<file path="src/rtl/comp_gate_eval.sv">
module comp_gate_eval #(
  parameter int NUM_IN = 4,
  localparam int SELW = (NUM_IN > 1) ? $clog2(NUM_IN) : 1,
  localparam int VW = 3
) (
  input  logic [2:0]           gate_op,
  input  logic [SELW-1:0]      fanin,
  input  logic [NUM_IN*VW-1:0] in_vals,
  output logic [VW-1:0]        out_val,
  output logic                 forced,
  output logic                 has_ctrl,
  output logic                 ctrl_bit,
  output logic                 enab_bit
);
  localparam logic [2:0] OP_AND  = 3'd0;
  localparam logic [2:0] OP_NAND = 3'd1;
  localparam logic [2:0] OP_OR   = 3'd2;
  localparam logic [2:0] OP_NOR  = 3'd3;
  localparam logic [2:0] OP_NOT  = 3'd4;
  localparam logic [2:0] OP_BUF  = 3'd5;

  logic is_andf, is_orf, is_unary, inv_out;
  logic [NUM_IN-1:0] act, kn, gd, fl, hit;
  logic any_x, base_g, base_f, res;

  assign is_andf  = (gate_op == OP_AND) || (gate_op == OP_NAND);
  assign is_orf   = (gate_op == OP_OR)  || (gate_op == OP_NOR);
  assign is_unary = (gate_op == OP_NOT) || (gate_op == OP_BUF);
  assign inv_out  = (gate_op == OP_NAND) || (gate_op == OP_NOR) || (gate_op == OP_NOT);

  assign has_ctrl = is_andf | is_orf;
  assign ctrl_bit = is_orf;
  assign enab_bit = is_andf;

  for (genvar i = 0; i < NUM_IN; i++) begin : g_in
    if (i == 0) begin : g_first
      assign act[i] = 1'b1;
    end else begin : g_rest
      assign act[i] = !is_unary && (int'(fanin) >= i);
    end
    assign kn[i]  = in_vals[VW*i+2] | ~act[i];
    assign gd[i]  = act[i] ? in_vals[VW*i+1] : enab_bit;
    assign fl[i]  = act[i] ? in_vals[VW*i]   : enab_bit;
    assign hit[i] = has_ctrl & act[i] & in_vals[VW*i+2]
                  & (in_vals[VW*i+1] == ctrl_bit) & (in_vals[VW*i] == ctrl_bit);
  end

  assign forced = |hit;
  assign any_x  = ~&kn;
  assign base_g = is_orf ? |gd : (is_andf ? &gd : gd[0]);
  assign base_f = is_orf ? |fl : (is_andf ? &fl : fl[0]);
  assign res    = ctrl_bit ^ inv_out;

  always_comb begin
    if (!(has_ctrl | is_unary))
      out_val = '0;
    else if (forced)
      out_val = {1'b1, res, res};
    else if (any_x)
      out_val = '0;
    else
      out_val = {1'b1, base_g ^ inv_out, base_f ^ inv_out};
  end
endmodule

</file>
<file path="config.mk">
export PLATFORM = sky130hd
export DESIGN_NAME = comp_gate_eval
export DESIGN_NICKNAME = d
export VERILOG_FILES = /design/src/rtl/comp_gate_eval.sv
export SDC_FILE = /design/constraint.sdc
export NUM_CORES = 1
export LEC_CHECK = 0
export CAP_MARGIN = 20
export CORE_AREA = 5 5 42 44
export DETAILED_ROUTE_END_ITERATION = 10
export DIE_AREA = 0 0 47 49
export PLACE_DENSITY = 0.68
export SLEW_MARGIN = 20
export SYNTH_ARGS = -nofsm -noshare
export SYNTH_HDL_FRONTEND = slang
export SYNTH_SLANG_ARGS = --single-unit
export TNS_END_PERCENT = 100
</file>
<file path="constraint.sdc">
create_clock -name vclk -period 3.45
set_clock_uncertainty 0.15 [all_clocks]
set_input_delay 0.8625 -clock vclk [all_inputs]
set_output_delay 0.8625 -clock vclk [all_outputs]
set_load 0.005 [all_outputs]
</file>
==> results.md <==
- Critical path cell sequence: buf_6 -> or3_4 -> a21oi_2 -> o211a_1 -> a2111oi_4 -> buf_4 -> or3_4 -> o211ai_1 -> buf_2
- Hold Crit Class: primary input to output port
- Max VDD drop: 53.8 uV
- Setup-failing EPs final: 2
- Avg Vias per Cell: 5.18
- Pre-CTS WS: -0.701 ns
- Failing checks: negative setup slack
- DR vias: 642
- ANT cells: 0
- Worst path bufs/invs: 3
- Seq_cells: 0
- Multi-input logic area: about 440 um2
- I/O Pins: 24
- Post-route antenna net violation count: 0
- Outcome: finished, violations left
- Top-area cell type share of the netlist area: about 8.0%
- TNS Setup: -0.0502 ns
- Final net count: 127
- Post-DP HPWL: 1.24 mm
- Fin util: 60.8%
- GRT Util Overall: 13.1%
- Drt pass-1 iters: 4
- Top cell type by total area after synthesis: xnor2_1
- CP max stage delay: 0.37 ns
- Most used cell, CP: or3_4
- DR WL/cell: around 12 um
- FILL cells: approximately 140
- Yosys warns: 0
- Worst path slowest cell: or3_4
- Max cap viols: 0
- Syn Nets: 85
- Synth Area per Inst: 6.42 um2
- DRC: 0
- Post-route minimum period: 3.48 ns
- Max Freq: 288 MHz
- Critical Path AT: 2.46 ns
- Clock buf count: 0
- DRT iter0 DRCs: 8
- Die H: 49 um
- RePlAce Congestion: 0.828
- Top Family by Delay on Critical Path: simple AND/OR/NAND/NOR gates
- Worst Tran Pin Value: 0.280 ns
- Synth unique cells: 31
- Synthesized area: 437 um2
- Unrepaired setup endpoints after global routing: yes
- First-pass GRT wire length: 2.46 mm
- Leakage power: 0.000394 uW
- Flip-flop and latch area: 0 um2
- Port Buf Inserts: 24
- # rows: 14
- CP Max Fanout: 2
- Initial antenna violation count: 0
- Largest net degree at the start of global routing: 9
- Most area-consuming cells after synthesis: xnor2_1, a2111oi_4, a21oi_1
- Layout cells sized above 1: 38.9%
- Pwr/cell area: 122 nW/um2
- DIE WIDTH: 47 um
- DIE AREA: about 2300 um2
- # hold bufs at CTS: 0
- Max_slew headroom: 81.3%
- Setup crit start kind: primary input
- Final worst slack: -0.0252 ns
- Max Slew Vio Count: 0
- CP Capture Type: output port
- Total grt overflow: 0
- Final period util: 101%
- Core Area: 1400 um2
- Critical path class: primary input to output port
- Fin. Hold Viols: 0
- Total Wirelength: 1.47 mm
- Area grow syn2layout: 95.1%
- Initial Util: a little under a third
- Mapped Cells: 68
- CP required: 2.44 ns
- Seq/Total Area, Yosys: 0%
- Vias in the first global route: ~600
-- final timing paths --
check / cells after the start / startpoint / endpoint / slack, ns
worst max-delay path: 9 / in_vals[6] / out_val[1] / -0.03
worst min-delay path: 4 / gate_op[2] / out_val[2] / 2.05
-- logic make-up (layout without fill, tap and decap cells) --
kind of cell              Yosys count  after routing  synth area share [%]
AOI/OAI and AO/OA                  25             25                  43.3
and+or+nand+nor                    29             29                  35.5
buffers and inverters               9             49                  11.2
xor gates and xnor gates            5              5                  10.0
-- report_power, final --
group	internal [uW]	switching (uW)
Clock	0	0
Sequential	0	0
Combinational	59.7	44.2
-- layer usage --
metal	share of wire (%)	vias to the layer above	track usage (%)
li1	-	335	-
met1	45	294	18.3
met2	49	13	22.9
met3	5.8	0	0.369
met4	0	0	0.461
met5	0	-	0
-- through the flow --
| step | hold WS [ns] | instances | cell area, um2 | total power [uW] |
|---|---|---|---|---|
| floorplan | 1.71 | 68 | 437 | 43.4 |
| global placement | 2.69 | 121 | 795 | 98.6 |
| detailed placement | 2.69 | 121 | 795 | 99.5 |
| CTS | 2.15 | 124 | 808 | 98.6 |
| global route | 2.10 | 124 | 852 | 113 |
| finish | 2.05 | 124 | 852 | 104 |
-- cells in the final DEF (no fill, tap or decap), types with 3 or more instances in the layout --
cell / count
buf_4: 19
clkdlybuf4s50_1: 7
dlygate4sd2_1: 6
nor2_1: 5
inv_1: 5
nand2b_1: 4
xnor2_1: 4
buf_2: 4
nand2_1: 3
o21ai_1: 3
a21oi_2: 3
a21oi_1: 3
clkdlybuf4s15_1: 3
-- area by class of cell --
cell class	count	share of cell area, %
multi-input combinational	59	52.0
inverter	5	2.20
timing repair buffer	44	43.5
tap	16	2.35
-- repair_timing --
action / CTS / global route
setup endpoints to repair: 4 / 4
setup buffers: 3 / 0
resized for setup: 46 / 14
pin swaps: 10 / 12
-- Yosys cell counts --
master	n
nand4_1	2
inv_1	5
a2bb2oi_1	1
nand3_1	3
o211ai_1	2
buf_6	2
nand2b_1	4
o21a_1	1
and2_1	1
a21o_1	2
o211a_1	1
o21ai_1	3
and3_2	1
a21oi_2	1
buf_1	1
and4b_1	1
nand2_1	4
a21boi_0	1
o221ai_1	2
or3_1	3
a21oi_1	5
nor2_1	6
a22oi_1	1
xor2_1	1
a32oi_1	1
or2b_1	1
xnor2_1	4
a2111oi_4	1
nor3_1	3
o21ai_0	3
clkbuf_1	1
(Power assumes the default switching activity.)
